===== config.mk =====
export PLATFORM = sky130hd
export DESIGN_NAME = xlat_unit
export DESIGN_NICKNAME = d
export VERILOG_FILES = /design/src/rtl/xlat_pkg.sv /design/src/rtl/xlat_tlb.sv /design/src/rtl/xlat_pte_check.sv /design/src/rtl/xlat_unit.sv
export SDC_FILE = /design/constraint.sdc
export NUM_CORES = 1
export LEC_CHECK = 0
export CORE_MARGIN = 8
export CORE_UTILIZATION = 60
export CTS_CLUSTER_DIAMETER = 50
export DETAILED_ROUTE_END_ITERATION = 8
export DONT_BUFFER_PORTS = 1
export HOLD_SLACK_MARGIN = 0.05
export PLACE_DENSITY = 0.76
export SETUP_SLACK_MARGIN = 0.02
export SYNTH_ARGS = -nofsm -noshare
export SYNTH_HDL_FRONTEND = slang
export SYNTH_HIERARCHICAL = 1
export SYNTH_SLANG_ARGS = --single-unit

===== constraint.sdc =====
create_clock -name clk -period 2.8 [get_ports clk]
set_input_delay 0.28 -clock clk [delete_from_list [all_inputs] [get_ports clk]]
set_output_delay 0.28 -clock clk [all_outputs]
set_load 0.02 [all_outputs]

===== src/rtl/xlat_pkg.sv =====
package xlat_pkg;
    typedef enum logic [1:0] {
        FLT_NONE = 2'd0,
        FLT_LEN  = 2'd1,
        FLT_INV  = 2'd2,
        FLT_PROT = 2'd3
    } flt_e;

    typedef enum logic {
        ST_IDLE = 1'b0,
        ST_WAIT = 1'b1
    } st_e;
endpackage


===== src/rtl/xlat_tlb.sv =====
module xlat_tlb #(
    parameter int TLB_N   = 8,
    parameter int PN_W    = 6,
    parameter int FRAME_W = 3,
    parameter int ASID_W  = 4
) (
    input  logic               clk,
    input  logic               rst_n,
    input  logic               flush,
    input  logic [PN_W-1:0]    lk_page,
    input  logic [ASID_W-1:0]  lk_asid,
    output logic               hit,
    output logic [FRAME_W-1:0] hit_frame,
    output logic               hit_ro,
    input  logic               fill_en,
    input  logic [PN_W-1:0]    fill_page,
    input  logic [ASID_W-1:0]  fill_asid,
    input  logic [FRAME_W-1:0] fill_frame,
    input  logic               fill_ro
);
    localparam int PTR_W = (TLB_N > 1) ? $clog2(TLB_N) : 1;

    typedef struct packed {
        logic               v;
        logic [PN_W-1:0]    pn;
        logic [ASID_W-1:0]  asid;
        logic [FRAME_W-1:0] fr;
        logic               ro;
    } ent_t;

    typedef struct packed {
        ent_t [TLB_N-1:0] ent;
        logic [PTR_W-1:0] ptr;
    } tlb_t;

    tlb_t s_q, s_d;
    logic [TLB_N-1:0] match;

    for (genvar g = 0; g < TLB_N; g++) begin : g_cmp
        assign match[g] = s_q.ent[g].v && (s_q.ent[g].pn == lk_page)
                          && (s_q.ent[g].asid == lk_asid);
    end

    always_comb begin
        hit       = 1'b0;
        hit_frame = '0;
        hit_ro    = 1'b0;
        for (int i = 0; i < TLB_N; i++) begin
            if (match[i]) begin
                hit       = 1'b1;
                hit_frame = hit_frame | s_q.ent[i].fr;
                hit_ro    = hit_ro | s_q.ent[i].ro;
            end
        end
    end

    always_comb begin
        s_d = s_q;
        if (flush) begin
            for (int i = 0; i < TLB_N; i++) begin
                s_d.ent[i].v = 1'b0;
            end
            s_d.ptr = '0;
        end else if (fill_en) begin
            s_d.ent[s_q.ptr] = '{v: 1'b1, pn: fill_page, asid: fill_asid,
                                 fr: fill_frame, ro: fill_ro};
            s_d.ptr = (s_q.ptr == PTR_W'(TLB_N - 1)) ? '0 : s_q.ptr + 1'b1;
        end
    end

    always_ff @(posedge clk or negedge rst_n) begin
        if (!rst_n) begin
            s_q <= '0;
        end else begin
            s_q <= s_d;
        end
    end
endmodule


===== src/rtl/xlat_pte_check.sv =====
module xlat_pte_check (
    input  logic             ent_valid,
    input  logic             ent_ro,
    input  logic             is_write,
    output xlat_pkg::flt_e   kind
);
    import xlat_pkg::*;

    always_comb begin
        if (!ent_valid) begin
            kind = FLT_INV;
        end else if (ent_ro && is_write) begin
            kind = FLT_PROT;
        end else begin
            kind = FLT_NONE;
        end
    end
endmodule


===== src/rtl/xlat_unit.sv =====
module xlat_unit #(
    parameter int LA_W    = 8,
    parameter int OFF_W   = 2,
    parameter int FRAME_W = 3,
    parameter int ASID_W  = 4,
    parameter int MEM_AW  = 8,
    parameter int TLB_N   = 8,
    localparam int PN_W   = LA_W - OFF_W,
    localparam int PA_W   = FRAME_W + OFF_W,
    localparam int PTE_W  = FRAME_W + 2
) (
    input  logic              clk,
    input  logic              rst_n,
    input  logic              flush,
    input  logic              req_valid,
    input  logic              req_wr,
    input  logic [LA_W-1:0]   req_laddr,
    input  logic [ASID_W-1:0] req_asid,
    input  logic [MEM_AW-1:0] ptbr,
    input  logic [PN_W:0]     ptlr,
    output logic              rdy,
    output logic              done,
    output logic [PA_W-1:0]   pa_out,
    output logic              fault,
    output logic [1:0]        fault_kind,
    output logic              mem_rd_en,
    output logic [MEM_AW-1:0] mem_rd_addr,
    input  logic              mem_rd_valid,
    input  logic [PTE_W-1:0]  mem_rd_data
);
    import xlat_pkg::*;

    typedef struct packed {
        st_e               st;
        logic [PN_W-1:0]   pn;
        logic [OFF_W-1:0]  off;
        logic              wr;
        logic [ASID_W-1:0] asid;
    } ctl_t;

    ctl_t c_q, c_d;

    logic [PN_W-1:0]    in_pn;
    logic [OFF_W-1:0]   in_off;
    logic               len_bad;
    logic               hit;
    logic [FRAME_W-1:0] hit_frame;
    logic               hit_ro;
    logic               pte_v;
    logic               pte_ro;
    logic [FRAME_W-1:0] pte_fr;
    logic               chk_v;
    logic               chk_ro;
    logic               chk_wr;
    flt_e               chk_kind;
    logic               fill_en;

    assign in_pn   = req_laddr[LA_W-1:OFF_W];
    assign in_off  = req_laddr[OFF_W-1:0];
    assign len_bad = {1'b0, in_pn} >= ptlr;
    assign pte_v   = mem_rd_data[FRAME_W+1];
    assign pte_ro  = mem_rd_data[FRAME_W];
    assign pte_fr  = mem_rd_data[FRAME_W-1:0];

    // The checker sees the buffer entry while idle and the fetched entry while waiting.
    assign chk_v  = (c_q.st == ST_IDLE) ? 1'b1   : pte_v;
    assign chk_ro = (c_q.st == ST_IDLE) ? hit_ro : pte_ro;
    assign chk_wr = (c_q.st == ST_IDLE) ? req_wr : c_q.wr;

    xlat_tlb #(
        .TLB_N  (TLB_N),
        .PN_W   (PN_W),
        .FRAME_W(FRAME_W),
        .ASID_W (ASID_W)
    ) u_tlb (
        .clk       (clk),
        .rst_n     (rst_n),
        .flush     (flush),
        .lk_page   (in_pn),
        .lk_asid   (req_asid),
        .hit       (hit),
        .hit_frame (hit_frame),
        .hit_ro    (hit_ro),
        .fill_en   (fill_en),
        .fill_page (c_q.pn),
        .fill_asid (c_q.asid),
        .fill_frame(pte_fr),
        .fill_ro   (pte_ro)
    );

    xlat_pte_check u_chk_pte (
        .ent_valid(chk_v),
        .ent_ro   (chk_ro),
        .is_write (chk_wr),
        .kind     (chk_kind)
    );

    always_comb begin
        c_d         = c_q;
        rdy         = (c_q.st == ST_IDLE);
        done        = 1'b0;
        fault       = 1'b0;
        fault_kind  = FLT_NONE;
        pa_out      = '0;
        mem_rd_en   = 1'b0;
        mem_rd_addr = ptbr + MEM_AW'(in_pn);
        fill_en     = 1'b0;
        unique case (c_q.st)
            ST_IDLE: begin
                if (req_valid) begin
                    if (len_bad) begin
                        done       = 1'b1;
                        fault      = 1'b1;
                        fault_kind = FLT_LEN;
                    end else if (hit) begin
                        done       = 1'b1;
                        fault_kind = chk_kind;
                        fault      = (chk_kind != FLT_NONE);
                        pa_out     = fault ? '0 : {hit_frame, in_off};
                    end else begin
                        mem_rd_en = 1'b1;
                        c_d.st    = ST_WAIT;
                        c_d.pn    = in_pn;
                        c_d.off   = in_off;
                        c_d.wr    = req_wr;
                        c_d.asid  = req_asid;
                    end
                end
            end
            ST_WAIT: begin
                if (mem_rd_valid) begin
                    done       = 1'b1;
                    fault_kind = chk_kind;
                    fault      = (chk_kind != FLT_NONE);
                    pa_out     = fault ? '0 : {pte_fr, c_q.off};
                    fill_en    = pte_v;
                    c_d.st     = ST_IDLE;
                end
            end
            default: c_d.st = ST_IDLE;
        endcase
    end

    always_ff @(posedge clk or negedge rst_n) begin
        if (!rst_n) begin
            c_q <= '{st: ST_IDLE, default: '0};
        end else begin
            c_q <= c_d;
        end
    end
endmodule


==> Yosys cells after proc, flatten, opt, wreduce, memory -nomap -nowiden <==
Index checks and enable logic that the tools add are counted.
W data, S select, Z words.
{ "totals": {"register_bits": 137, "elab_cells": 184, "output_inout_bits": 19} }
{ "classes": {"n_bitwise": 18, "n_reduce_logical": 22, "mux": 76, "n_addsub": 2, "n_eq_ne": 17, "n_lt_le_gt_ge": 3} }
{ "op_table": {"columns": ["cell", "n"], "rows": [
  ["$mux W123", 1],
  ["$bwmux W120", 1],
  ["$eq A6 B6 Y1", 8],
  ["$demux W15 S3", 1],
  ["$mux W1", 42],
  ["$mux W14", 3],
  ["$eq A4 B4 Y1", 8],
  ["$mux W3", 10],
  ["$mux W5", 6],
  ["$or A3 B3 Y3", 7],
  ["$logic_and A1 B1 Y1", 18],
  ["$mux W15", 1],
  ["$mux W2", 6],
  ["$pmux W5 S2", 1],
  ["$add A8 B6 Y8", 1],
  ["$ge A6 B7 Y1", 1],
  ["$or A1 B1 Y1", 7],
  ["$pmux W1 S2", 3],
  ["$lt A3 B4 Y1 const B", 1],
  ["$not A1 Y1", 4],
  ["$pmux W2 S2", 1],
  ["$reduce_and A4 Y1", 1],
  ["$reduce_bool A2 Y1", 2],
  ["$add A3 B1 Y3 const B", 1],
  ["other kinds (3)", 3]
]} }

==> Logic depth before layout (Yosys ltp) <==
{ "logic_depth": {"ltp_word": 28, "ltp_mapped": 11, "depth_no_buf": 10} }

==> By module <==
Netlist, hierarchy kept.
{ "by_module_without_submodules": {"columns": ["module", "cells_per_inst", "n_inst", "area_per_inst_um2", "seq_area_each_um2"], "rows": [
  ["xlat_tlb", 436, 1, 5916.9, 3078.0],
  ["xlat_unit", 116, 1, 1189.9, 350.3],
  ["xlat_pte_check", 2, 1, 17.5, 0.0]
]} }

==> Least setup slack after synthesis <==
OpenSTA, ideal clock, no wires.
{ "synth_timing": {"path_type": "in2out", "startpoint": "input port req_asid[0]", "endpoint": "output port fault", "slack_ns": 0.014, "arrival_time_ns": 2.506, "n_path_buf": 1, "cell_stages": 11, "path_cell_list": "buf_4 xnor2_1 nand4_1 nor4_2 a22oi_1 nand4_1 mux2_2 and3_2 or2_2 nand2_1 a221oi_1"} }
{ "synth_between": {"elab_chain_len": 26, "word_cells_on_any_way": 49} }
{ "synth_lines": {"columns": ["item", "line", "rtl"], "rows": [
  ["start, declared", "xlat_unit.sv:18", "input logic [ASID_W-1:0] req_asid,"],
  ["$eq A4 B4 Y1", "xlat_tlb.sv:41", "&& (s_q.ent[g].asid == lk_asid);"],
  ["$logic_and A1 B1 Y1", "xlat_tlb.sv:41", null],
  ["$mux W1", "xlat_tlb.sv:49", "if (match[i]) begin"],
  ["$or A1 B1 Y1", "xlat_tlb.sv:52", "hit_ro = hit_ro | s_q.ent[i].ro;"],
  ["$mux W1", "xlat_tlb.sv:49", null],
  ["$or A1 B1 Y1", "xlat_tlb.sv:52", null],
  ["$mux W1", "xlat_tlb.sv:49", null],
  ["$or A1 B1 Y1", "xlat_tlb.sv:52", null],
  ["[... 9 more ...]", null, null],
  ["via hit_ro", "xlat_unit.sv:48", "logic hit_ro;"],
  ["[... 1 more ...]", null, null],
  ["via chk_ro", "xlat_unit.sv:53", "logic chk_ro;"],
  ["[... 1 more ...]", null, null],
  ["$mux W2 (*)", "xlat_pte_check.sv:12", "end else if (ent_ro && is_write) begin"],
  ["$mux W2 (*)", "xlat_pte_check.sv:10", "if (!ent_valid) begin"],
  ["via chk_kind[0]", "xlat_unit.sv:55", "flt_e chk_kind;"],
  ["$reduce_bool A2 Y1 (*)", "xlat_unit.sv:118, xlat_unit.sv:134", null],
  ["$mux W1", "xlat_unit.sv:115", "end else if (hit) begin"],
  ["$mux W1", "xlat_unit.sv:111", "if (len_bad) begin"],
  ["$mux W1", "xlat_unit.sv:110", "if (req_valid) begin"],
  ["$pmux W1 S2 (*)", "xlat_unit.sv:108", "unique case (c_q.st)"],
  ["end, declared", "xlat_unit.sv:24", "output logic fault,"]
]} }
The timed path passes the listed nets; every way through them passes the cells marked *.

==> Worst setup path in the final report <==
{ "layout_timing": {"startpoint": "register u_tlb/s_q[86] in the netlist's numbering", "endpoint": "output port pa_out[2]"} }
{ "layout_between": {"elab_chain_len": 18, "word_cells_on_any_way": 28} }
{ "layout_lines": {"columns": ["item", "line", "rtl"], "rows": [
  ["start, declared", "xlat_tlb.sv:36", "tlb_t s_q, s_d;"],
  ["start signal, assigned", "xlat_tlb.sv:73", "s_q <= '0;"],
  ["start signal, assigned", "xlat_tlb.sv:75", "s_q <= s_d;"],
  ["$eq A6 B6 Y1 (*)", "xlat_tlb.sv:40", "assign match[g] = s_q.ent[g].v && (s_q.ent[g].pn == lk_page)"],
  ["$logic_and A1 B1 Y1 (*)", "xlat_tlb.sv:40", null],
  ["$logic_and A1 B1 Y1 (*)", "xlat_tlb.sv:41", null],
  ["$mux W1 (*)", "xlat_tlb.sv:49", null],
  ["$or A1 B1 Y1", "xlat_tlb.sv:52", null],
  ["$mux W1 (*)", "xlat_tlb.sv:49", null],
  ["$or A1 B1 Y1", "xlat_tlb.sv:52", null],
  ["$mux W1 (*)", "xlat_tlb.sv:49", null],
  ["via hit_ro", "xlat_unit.sv:48", null],
  ["[... 1 more ...]", null, null],
  ["via chk_ro", "xlat_unit.sv:53", null],
  ["[... 2 more ...]", null, null],
  ["$mux W2 (*)", "xlat_pte_check.sv:10", null],
  ["via chk_kind[1]", "xlat_unit.sv:55", null],
  ["$reduce_bool A2 Y1 (*)", "xlat_unit.sv:118, xlat_unit.sv:134", null],
  ["$mux W5", "xlat_unit.sv:119", "pa_out = fault ? '0 : {hit_frame, in_off};"],
  ["$mux W5", "xlat_unit.sv:115", null],
  ["$mux W5", "xlat_unit.sv:111", null],
  ["$mux W5", "xlat_unit.sv:110", null],
  ["$pmux W5 S2 (*)", "xlat_unit.sv:108", null],
  ["end, declared", "xlat_unit.sv:23", "output logic [PA_W-1:0] pa_out,"]
]} }
Marks and branches as above.

==> flow_summary.ini <==
[cts]
cts-root-buf = clkbuf_16
insertion_delay_ns = 0.42
htree_levels = 4
cts_buffers = 17
path_clk_slew_ns = 0.06
postCtsHoldBufs = 21
tritoncts = yes
cts.path.max_buffers = 2
clock_sinks = 137

[synthesis]
yosys.area_share.simple_pct = 7.938
synth_compound_area_share_pct = 5.673
synth_mux_area_share_pct = 21.09
synthFlopType = dfrtp_1
synthAdderAreaFrac_pct = 2.740
synthArstFlopShare_pct = 100.0
netlist_instances = 554
ys_ff_latch = 137
synth_enable_flop_cells = 0
avgSynthCellArea_um2 = 12.86
synth_area_um2 = 7124
synth_top_family_by_area = multiplexers
yosys_warnings = 6
syn-num-nets = 607
seq_area_frac_synth_pct = 48.12
post_synth_xor_area_fraction_pct = 10.45
ys_types = 52

[detailed_routing]
viasPerCell = 6.228
wire_per_inst_um = 24.10
antenna_left = 0
drtIter0Drc = 331
dr.pass1.iters = 5
finalWirelength_um = 18220
vias = 4708
route.detailed.drc = 0

[timing]
layout_setup_ws_ns = -0.5063
slew_viol_final = 0
finalCritPeriodShare_pct = 118.1
post-route-min-period_ns = 3.306
rsz0062_at_grt = true
finalHoldViolations = 137
whs_ns = -0.4499
timing.fmax_ghz = 0.3025
maxSlewHeadroom_pct = 44.61
fin_worst_skew_ns = 0.007698
setup_viol = 9
worst_pin_slew_ns = 0.8099

[placement]
post-dp-hpwl_um = 11440
numPortBuffers = 0
gp_congestion = 0.8387
placed_cell_area_um2 = 7321
dp.cells = 701

[cells_and_area]
final_common_cell = dfrtp_1
final_area_um2 = 8309
n_fill_cell = 774
diodes = 0
drive_above_1_share_pct = 36.12
finish.cell_count_without_fillers = 756
layout_common_cells = dfrtp_1, mux2_2, xnor2_1, buf_4, dlygate4sd3_1
area_delta_synth_final_pct = 16.63
nNetsFinal = 649

[worst_hold_path]
hp-class = in2async

[worst_setup_path]
cp_cell_sequence = xnor2_2 > nand4_1 > nor3_2 > a22oi_1 > nand4_1 > mux2_4 > a21bo_1 > or2_4 > a2111oi_4 > buf_4 > a22o_4
critPathCaptureType = output pin
crit_type = reg2out
cp.arrival_ns = 3.03
path_common_cell = nand4_1
regToRegSetupSlack_ns = 0.05
cp_slowest_cell = dfrtp_1
crit_required_ns = 2.52
start_kind = flop
rr_worst_depth = 6
startpoint = u_tlb/s_q[86]
cpPeakStageDelay_ns = 0.41
reg2reg_to = u_tlb/s_q[108]
worstReg2RegStart = c_q[13]
cp_max_fo = 4

[pwr]
switching_power_mw = 1.404
internal_power_mw = 3.899
pwr-share-seq_pct = 46.0
clkPwrFrac_pct = 40.1
ir_drop_v = 0.0004155
switching_share_pct = 26.47
leakage_nw = 3.876
combPwrFrac_pct = 13.9
power_density_nw_per_um2 = 638.2

[die]
die_h_um = 125.0
dieArea_um2 = 15620
num_rows = 40
core_region_area_um2 = 11810
io_pins = 57
initial_core_util_pct = 60.32
die_w_um = 125.0

[outcome]
violations = negative hold slack, negative setup slack
outcome = finished with violations

[global_route]
grt-ovfl-total = 0
grt_max_degree = 138
gr-usage-all-layers_pct = 23.82
antenna_found_initial = 0
grt_pass1_wl_um = 28640
grt_pass1_vias = 5086

[flow_run]
cap_violations = 0
## power by group through the flow
stage                     combinational [mW]  sequential (mW)  clock [mW]
final                                  0.738             2.44        2.13
after global routing                   0.795             2.47        2.22
after CTS                              0.725             2.43        2.14
after detailed placement               0.674             2.46           0
after global placement                 0.651             2.45           0
after floorplan                        0.591             2.34           0
## cell usage after synthesis (7+ instances only)
library cell	number	area, um^2
dfrtp_1	137	3428
mux2_2	108	1216
xnor2_1	83	727.0
inv_1	18	67.56
nand4_1	18	112.6
mux2_4	17	255.2
nand2_1	16	60.06
a22oi_1	14	105.1
ha_1	14	175.2
nand3_1	13	65.06
a21oi_1	10	50.05
nor2_1	9	33.78
buf_2	8	40.04
buf_6	8	90.09
buf_4	7	52.55
nor3_1	7	35.03
o21ai_0	7	35.03
## per-layer routing
metal / up-vias / part of all wire, % / track usage (%)
met5: - / 0 / 0
met4: 0 / 2.6 / 10.60
met2: 214 / 49 / 38.10
met1: 2400 / 42 / 29.67
li1: 2061 / - / -
met3: 33 / 7.0 / 6.545
## through the flow
| step | worst slack, ns | power, mW | util [%] | setup TNS, ns |
|---|---|---|---|---|
| after global routing | -0.5971 | 5.483 | 70.35 | -4.198 |
| after detailed placement | -0.1050 | 3.138 | 61.98 | -0.4997 |
| after global placement | -0.06505 | 3.100 | 61.98 | -0.3102 |
| final | -0.5063 | 5.303 | 70.35 | -3.296 |
| after CTS | -0.4355 | 5.302 | 69.33 | -2.853 |
| after floorplan | 0.1185 | 2.932 | - | 0 |
## layout make-up
type	count	area [um^2]	area share, %
Sequential cell	137	3428	41.26
Timing Repair Buffer	48	436.7	5.255
Clock buffer	25	495.5	5.963
Multi-Input combinational cell	372	3621	43.58
Inverter	20	77.57	0.9336
Clock inverter	7	66.31	0.7981
Tap cell	147	183.9	2.214
## critical path, delay by kind of cell, from the launching register on
| kind | cells | cell delay, ns |
|---|---|---|
| simple gates | 4 | 0.71 |
| compound gates | 4 | 0.79 |
| flops | 1 | 0.41 |
| buf+inv | 1 | 0.23 |
| mux | 1 | 0.31 |
| xor+xnor | 1 | 0.15 |
## worst max path at each step
stage / endpoint / slack, ns
after floorplan: pa_out[1] / 0.12
after global placement: pa_out[3] / -0.07
after detailed placement: pa_out[3] / -0.11
after CTS: pa_out[3] / -0.44
after global routing: pa_out[2] / -0.60
final: pa_out[2] / -0.51
## sequential cells by signal, summed over array words and instances (netlist names)
register and count:
c_q 14, u_tlb/s_q 123
## logic make-up (layout without fill, tap and decap cells)
kind of cell    after synthesis  in the layout
buf+inv                      45            100
mux                         128            128
simple gates                 90             90
compound gates               54             54
xor+xnor                     85             85
flops                       137            137
fa+ha+maj                    15             15
## what timing repair did
item	4_1_cts	5_1_grt
buffers inserted	0	3
pin swaps	8	9
endpoints found under the hold margin	190	137
endpoints found under the setup margin	10	12
resized for setup	19	19
No activity file was read; power rests on OpenSTA's default activity.
